## config.mk

```make
export PLATFORM = sky130hd
export DESIGN_NAME = jtag_instr_gate
export DESIGN_NICKNAME = d
export VERILOG_FILES = /design/src/rtl/jig_pkg.sv /design/src/rtl/jig_classify.sv /design/src/rtl/jig_ctrl.sv /design/src/rtl/jig_dpath.sv /design/src/rtl/jtag_instr_gate.sv
export SDC_FILE = /design/constraint.sdc
export NUM_CORES = 1
export LEC_CHECK = 0
export ABC_AREA = 1
export CORE_MARGIN = 5
export CORE_UTILIZATION = 44
export DETAILED_ROUTE_END_ITERATION = 10
export DONT_BUFFER_PORTS = 1
export GPL_TIMING_DRIVEN = 0
export HOLD_SLACK_MARGIN = 0.05
export SYNTH_ARGS = -nofsm -noshare
export SYNTH_HDL_FRONTEND = slang
export SYNTH_SLANG_ARGS = --single-unit
```

## constraint.sdc

```tcl
create_clock -name clk -period 2.7 [get_ports clk]
set_input_delay 0 -clock clk [delete_from_list [all_inputs] [get_ports clk]]
set_output_delay 0 -clock clk [all_outputs]
set_load 0.005 [all_outputs]
```

## src/rtl/jig_pkg.sv

```systemverilog
package jig_pkg;
  localparam int IR_W = 10;

  localparam logic [IR_W-1:0] OP_BYPASS  = 10'h3FF;
  localparam logic [IR_W-1:0] OP_IDCODE  = 10'h006;
  localparam logic [IR_W-1:0] OP_SAMPLE  = 10'h005;
  localparam logic [IR_W-1:0] OP_EXTEST  = 10'h00F;
  localparam logic [IR_W-1:0] OP_IOCFG   = 10'h00D;
  localparam logic [IR_W-1:0] OP_HALT    = 10'h2D0;
  localparam logic [IR_W-1:0] OP_RESUME  = 10'h2B0;

  localparam int SAFE_N = 3;
  localparam logic [IR_W-1:0] SAFE_LIST [SAFE_N] = '{OP_BYPASS, OP_IDCODE, OP_SAMPLE};

  typedef enum logic [2:0] {
    CL_SAFE,
    CL_HALT,
    CL_RESUME,
    CL_IOCFG,
    CL_OTHER
  } opClass_t;

  typedef struct packed {
    logic loadOp;
    logic loadBypass;
    logic loadIdle;
    logic setHalt;
    logic clrHalt;
    logic setIo;
    logic setIntr;
    logic setRefused;
    logic clrRefused;
  } ctlStrobe_t;
endpackage

```

## src/rtl/jig_classify.sv

```systemverilog
module jig_classify
  import jig_pkg::*;
(
  input  logic [IR_W-1:0] opcode,
  output opClass_t        opClass
);
  logic [SAFE_N-1:0] safeHit;

  generate
    for (genvar i = 0; i < SAFE_N; i++) begin : g_safe
      assign safeHit[i] = (opcode == SAFE_LIST[i]);
    end
  endgenerate

  always_comb begin
    if (|safeHit)                opClass = CL_SAFE;
    else if (opcode == OP_HALT)   opClass = CL_HALT;
    else if (opcode == OP_RESUME) opClass = CL_RESUME;
    else if (opcode == OP_IOCFG)  opClass = CL_IOCFG;
    else                          opClass = CL_OTHER;
  end
endmodule

```

## src/rtl/jig_ctrl.sv

```systemverilog
module jig_ctrl
  import jig_pkg::*;
(
  input  logic       irUpdate,
  input  logic       tlrst,
  input  opClass_t   opClass,
  input  logic       cfgBusy,
  input  logic       cfgDone,
  input  logic       halted,
  output ctlStrobe_t strobe
);
  logic liveCfg;
  logic accept;

  assign liveCfg = cfgBusy && !cfgDone && !halted;

  always_comb begin
    strobe = '0;
    accept = 1'b0;
    if (tlrst) begin
      strobe.loadIdle = 1'b1;
    end else if (irUpdate) begin
      unique case (opClass)
        CL_SAFE:   accept = 1'b1;
        CL_HALT: begin
          accept         = 1'b1;
          strobe.setHalt = 1'b1;
          strobe.setIntr = cfgBusy && !cfgDone;
        end
        CL_RESUME: begin
          accept         = 1'b1;
          strobe.clrHalt = 1'b1;
        end
        CL_IOCFG: begin
          accept       = halted || cfgDone;
          strobe.setIo = halted || cfgDone;
        end
        default:   accept = !liveCfg;
      endcase
      strobe.loadOp     = accept;
      strobe.clrRefused = accept;
      strobe.loadBypass = !accept;
      strobe.setRefused = !accept;
    end
  end
endmodule

```

## src/rtl/jig_dpath.sv

```systemverilog
module jig_dpath
  import jig_pkg::*;
(
  input  logic            clk,
  input  logic            rst_n,
  input  ctlStrobe_t      strobe,
  input  logic [IR_W-1:0] opcode,
  output logic [IR_W-1:0] effInstr,
  output logic            haltReg,
  output logic            ioReg,
  output logic            intrReg,
  output logic            refReg
);
  always_ff @(posedge clk or negedge rst_n) begin
    if (!rst_n) begin
      effInstr <= OP_IDCODE;
      haltReg  <= 1'b0;
      ioReg    <= 1'b0;
      intrReg  <= 1'b0;
      refReg   <= 1'b0;
    end else if (strobe.loadIdle) begin
      effInstr <= OP_IDCODE;
      haltReg  <= 1'b0;
      ioReg    <= 1'b0;
      intrReg  <= 1'b0;
      refReg   <= 1'b0;
    end else begin
      if (strobe.loadOp)     effInstr <= opcode;
      if (strobe.loadBypass) effInstr <= OP_BYPASS;
      if (strobe.setHalt)    haltReg  <= 1'b1;
      if (strobe.clrHalt) begin
        haltReg <= 1'b0;
        ioReg   <= 1'b0;
        intrReg <= 1'b0;
      end
      if (strobe.setIo)      ioReg    <= 1'b1;
      if (strobe.setIntr)    intrReg  <= 1'b1;
      if (strobe.setRefused) refReg   <= 1'b1;
      if (strobe.clrRefused) refReg   <= 1'b0;
    end
  end
endmodule

```

## src/rtl/jtag_instr_gate.sv

```systemverilog
module jtag_instr_gate
  import jig_pkg::*;
(
  input  logic            clk,
  input  logic            rst_n,
  input  logic            tlrst,
  input  logic            irUpdate,
  input  logic [IR_W-1:0] irOpcode,
  input  logic            cfgBusy,
  input  logic            cfgDone,
  input  logic            chipClear,
  input  logic            chipOutEn,
  output logic [IR_W-1:0] effInstr,
  output logic            disengageReq,
  output logic            ioOverrideEn,
  output logic            cfgInterrupted,
  output logic            refused
);
  opClass_t   opClass;
  ctlStrobe_t strobe;

  jig_classify u_cls (
    .opcode  (irOpcode),
    .opClass (opClass)
  );

  jig_ctrl u_ctrl (
    .irUpdate (irUpdate),
    .tlrst    (tlrst),
    .opClass  (opClass),
    .cfgBusy  (cfgBusy),
    .cfgDone  (cfgDone),
    .halted   (disengageReq),
    .strobe   (strobe)
  );

  jig_dpath u_dp (
    .clk      (clk),
    .rst_n    (rst_n),
    .strobe   (strobe),
    .opcode   (irOpcode),
    .effInstr (effInstr),
    .haltReg  (disengageReq),
    .ioReg    (ioOverrideEn),
    .intrReg  (cfgInterrupted),
    .refReg   (refused)
  );
endmodule

```

Word-level counts from Yosys, hierarchy flattened --
Index checks and enable logic that the tools add are counted.
Word-level totals: output and inout port bits 14, logic and storage cells 59, register bits 14, bits of input ports 18
Operators by class: multiplexer cells 30, equality and inequality tests 9, reduce and logical (&&, ||, !) cells 15
Operators with widths (number):
- equality test 10 bit, second input constant | 3
- two-way mux 10 bit | 3
- equality test 10 x 3 -> 1 bit, second input constant | 2
- two-way mux 1 bit | 18
- nonzero test 3 bit | 5
- two-way mux 3 bit | 4
- two-way mux 6 bit | 2
- equality test 10 x 4 -> 1 bit, second input constant | 1
- equality test 3 x 2 -> 1 bit, second input constant | 2
- OR reduction 3 bit | 2
- logical NOT 1 bit | 4
- two-way mux 2 bit | 2
- equality test 3 x 1 -> 1 bit, second input constant | 1
- logical NOT 3 bit | 1
- logical AND 1 bit | 2
- one-hot mux 1 bit (2 select lines) | 1
- logical OR 1 bit | 1

Depth between registers and ports, before layout --
word-level depth 16, mapped depth 10, mapped depth without buffers 10

Hierarchy --
From an unflattened synthesis, not the netlist that was laid out.
Second synthesis, totals: cell total of the unflattened synthesis 144, area, all modules 942.2 um2
By module, submodules not included:
- jig_dpath | area each 625.6 um2, instances 1, cells an instance 77, sequential area each 352.8 um2
- jig_classify | area each 205.2 um2, instances 1, cells an instance 44, sequential area each 0.0 um2
- jig_ctrl | area each 111.4 um2, instances 1, cells an instance 23, sequential area each 0.0 um2

Least setup slack after synthesis --
No wires, ideal clock.
kind register -> register, start register u_dp.haltReg, end register u_dp.effInstr[0], period minus slack after synthesis 1051 ps, slack 1649 ps, data required time 2634 ps, arrival 985 ps, buffers on the path 0, stages on the path, launching flop included 8, library setup time 66 ps, cell sequence dfrtp_1 > nor2_1 > nand4_1 > nand2_2 > nand3_4 > nand2_1 > nand2_1 > nand2_1
Between the ends: longest elaborated chain between the ends 11, elaborated cells on any way between the ends 13, classes of those cells 7 x mux; 6 x reduce/logical
Ends and longest elaborated chain:
- start: declaration | RTL line jig_dpath.sv:9 | output logic haltReg,
- start signal: assignment | RTL line jig_dpath.sv:17 | haltReg <= 1'b0;
- start signal: assignment | RTL line jig_dpath.sv:23 | haltReg <= 1'b0;
- start signal: assignment | RTL line jig_dpath.sv:30 | if (strobe.setHalt) haltReg <= 1'b1;
- logical NOT 1 bit | RTL line jig_ctrl.sv:15 | assign liveCfg = cfgBusy && !cfgDone && !halted;
- logical AND 1 bit | RTL line jig_ctrl.sv:15
- logical NOT 1 bit | RTL line jig_ctrl.sv:38 | default: accept = !liveCfg;
- one-hot mux 1 bit (2 select lines) * | RTL line jig_ctrl.sv:23 | unique case (opClass)
- two-way mux 1 bit * | RTL line jig_ctrl.sv:22 | end else if (irUpdate) begin
- two-way mux 1 bit * | RTL line jig_ctrl.sv:20 | if (tlrst) begin
- logical NOT 1 bit | RTL line jig_ctrl.sv:42 | strobe.loadBypass = !accept;
- two-way mux 2 bit * | RTL line jig_ctrl.sv:22
- two-way mux 2 bit * | RTL line jig_ctrl.sv:20
- two-way mux 10 bit | RTL line jig_dpath.sv:29 | if (strobe.loadBypass) effInstr <= OP_BYPASS;
- two-way mux 10 bit | RTL line jig_dpath.sv:21 | end else if (strobe.loadIdle) begin
- end signal: assignment | RTL line jig_dpath.sv:28 | if (strobe.loadOp) effInstr <= opcode;
- end: declaration | RTL line jig_dpath.sv:8 | output logic [IR_W-1:0] effInstr,
Every way passes the cells marked *; elsewhere a longest branch is shown, timed or not. The select of a mux whose other input is x is not followed. A chain may end at the register's enable or synchronous reset.

Worst setup path after layout --
start input port irOpcode[4], end register u_dp.intrReg
Between the ends: longest elaborated chain between the ends 11, elaborated cells on any way between the ends 20, classes of those cells 8 x eq/ne; 10 x mux; 2 x reduce/logical
Ends and longest elaborated chain:
- start: declaration | RTL line jtag_instr_gate.sv:8 | input logic [IR_W-1:0] irOpcode,
- equality test 10 x 4 -> 1 bit | RTL line jig_classify.sv:19 | else if (opcode == OP_IOCFG) opClass = CL_IOCFG;
- two-way mux 3 bit | RTL line jig_classify.sv:19
- two-way mux 3 bit | RTL line jig_classify.sv:18 | else if (opcode == OP_RESUME) opClass = CL_RESUME;
- two-way mux 3 bit | RTL line jig_classify.sv:17 | else if (opcode == OP_HALT) opClass = CL_HALT;
- two-way mux 3 bit * | RTL line jig_classify.sv:16 | if (|safeHit) opClass = CL_SAFE;
- equality test 3 x 1 -> 1 bit | RTL line jig_ctrl.sv:23
- two-way mux 1 bit | RTL line jig_ctrl.sv:23
- two-way mux 6 bit * | RTL line jig_ctrl.sv:22
- two-way mux 6 bit * | RTL line jig_ctrl.sv:20
- two-way mux 1 bit | RTL line jig_dpath.sv:37 | if (strobe.setIntr) intrReg <= 1'b1;
- two-way mux 1 bit | RTL line jig_dpath.sv:21
- end signal: assignment | RTL line jig_dpath.sv:19 | intrReg <= 1'b0;
- end signal: assignment | RTL line jig_dpath.sv:25 | intrReg <= 1'b0;
- end signal: assignment | RTL line jig_dpath.sv:37
- end: declaration | RTL line jig_dpath.sv:11 | output logic intrReg,
Every way passes the cells marked *; elsewhere a longest branch is shown, timed or not.

==> run metrics <==
commonest non-fill, non-tap cell in the layout=nand2_1; Min-Delay Endpoint=u_dp.effInstr[1]$_DFFE_PN1P_; Root Driver=clkbuf_4; Tot Pwr=423 uW; hpwl dp=between 1500 and 2000 microns; status=finished, final reports clean; num rows=16; most frequent cells in the layout=51 x nand2_1, 17 x dlygate4sd3_1, 12 x inv_1, 12 x nor2_1, 12 x dfrtp_1; Syn Nets=between 100 and 150; Num CTS Buffers=3; worst-margin pin slew=roughly 630 ps; Worst Path Arrival=1940 ps; worst setup margin=between 900 and 1000 ps; placed insts=150; pwr dens=391 nW/um^2; sequential share of the synthesized area=0.415; DRT iter0 DRCs=15; Routed WL per cell=11.9 microns; worst hold-check path type=in2reg; DRC=0; Post-CTS Setup Repair Bufs=0; syn avg cell area=around 7 sq um; Initial Util=0.447; share of layout cells above drive strength 1=0.146; Core ar.=roughly 1900 sq um; Peak supply drop=0.190 mV; Fin Setup TNS=0 ps; final hold slack=just over 90 ps; total of max-cap violations=0; vias in the first global route=a little over 800; largest net degree at the start of global routing=15; Sink Count=14; Placed Area=885 sq um; FMAX=579 MHz; # hold bufs at CTS=17; Required @ worst endpoint=a little under 3000 ps; yosys warns=0; H-tree depth=1; Routed Antenna Nets=0; Crit-path slowest cell=dlygate4sd3_1; first-pass GRT wire length=3460 microns; max_slew headroom=0.576; initial antenna violation count=0; Pre-antenna DRT Iters=4; minimum clock period=~1700 ps; Critical Path Fanout Max=3; clk buf depth=2; via count=808; FF-to-FF setup slack=about 1000 ps; max incr delay on CP=between 500 and 600 ps; DP Worst Slack=roughly 1500 ps; crit path launch type=input pin; synthesized area=851 sq um; routability congestion estimate=roughly 0.73; die area=around 3000 sq um; P_leak=~0.55 nW; fin cells=171; final core utilization=0.568; Cell Chain, Critical Path=dlygate4sd3_1 > inv_2 > nor3_1 > nand2_1 > nor3_1 > nand4_1 > dlygate4sd3_1 > o21ai_1; Hold Crit Start=cfgDone; Tcrit/Tclk final=0.640; Antenna diodes=0; Critical path buffers and inverters=3; Reg clk slew, reported paths=~80 ps; final setup fails=0; Via density=about 4.7; final net count=163; Post-Syn Instances=123; die height=54.0 microns; TritonCTS clock tree=done; Worst Clk Skew=roughly 3.8 ps; I/O Buffers=0; R2R Path End=u_dp.refReg$_DFFE_PN0P_; Worst Setup SP=irOpcode[4]; Resize count post-CTS=0; Ports=32; Hold Path Depth=5; GRT Util Overall=0.166; Area Overhead vs Synth=27.1%; unrepaired setup endpoints after global routing=no; post-route cell area=roughly 1100 sq um; Slew Viols, Final=0; drt total wl=just over 2000 microns; final hold violation count=0; Congestion Overflow GR=0; crit path kind=in2reg; R2R Path Start=u_dp.haltReg$_DFFE_PN0P_; CP endpoint kind=register; Seq cells post-synth=14; R2R cell count=6; die width=about 54 microns; Netlist cell types=21; Largest delay share family, worst path=buffers and inverters; Worst-Skew Late Latency=~280 ps
[worst max path at each step]
stage / endpoint / cells past startpoint
2_1_floorplan: u_dp.effInstr[0]$_DFFE_PN0P_ / 7
3_3_place_gp: u_dp.effInstr[9]$_DFFE_PN0P_ / 7
3_5_place_dp: u_dp.effInstr[0]$_DFFE_PN0P_ / 7
4_1_cts: u_dp.refReg$_DFFE_PN0P_ / 6
5_1_grt: u_dp.intrReg$_DFFE_PN0P_ / 8
6_report: u_dp.intrReg$_DFFE_PN0P_ / 8
[state kept, by name (all words and copies together), names as in the netlist]
name	count
u_dp.effInstr	10
u_dp.haltReg	1
u_dp.intrReg	1
u_dp.ioReg	1
u_dp.refReg	1
[routing by layer]
metal  up-vias  track usage  routed length (microns)
met5         -            0                        0
met4         0       0.0996                       30
met3         3       0.0194                      144
met2        27        0.268                      936
met1       356        0.210                      932
li1        422            -                        -
[cells in the mapped netlist]
cell type  number  area, sq um
nand2_1        51          191
dfrtp_1        12          300
inv_1          12         45.0
nor2_1         12         45.0
nand3_1         6         30.0
inv_2           5         18.8
nor2_2          5         31.3
a31oi_1         2         12.5
dfstp_2         2         52.6
nand4_1         2         12.5
nor2_4          2         22.5
nor3_1          2         10.0
o21ai_1         2         10.0
clkinv_1        1         3.75
nand2_2         1         6.26
nand3_2         1         10.0
nand3_4         1         17.5
nand3b_1        1         7.51
o2111ai_1       1         8.76
o21ai_0         1         5.00
o21ba_2         1         10.0
[logic make-up after synthesis]
group / synth area share
compound gates: 0.0544
buf+inv: 0.0794
flops: 0.415
simple gates: 0.451
[where the power goes]
| part | internal [mW] | leakage [nW] | total [mW] | switching, mW |
|---|---|---|---|---|
| sequential | 0.221 | 0.182 | 0.228 | 0.00763 |
| combinational | 0.0292 | 0.355 | 0.0693 | 0.0401 |
| clock | 0.0574 | 0.0150 | 0.125 | 0.0676 |
[worst reg2reg max path: cells and delay by family, from the launching register on]
kind | cells | cell delay (ps)
AO/OA/AOI/OAI | 1 | 140
buffers and inverters | 1 | 550
flip-flops | 1 | 430
AND/OR/NAND/NOR | 4 | 510
[cell type report]
class	count	area (sq um)
Clock buffer	4	26.3
Fill cell	185	821
Timing Repair Buffer	17	170
Sequential cell	14	353
Multi-Input combinational cell	91	430
Tap cell	27	33.8
Inverter	18	67.6
No activity file was read; power rests on OpenSTA's default activity.
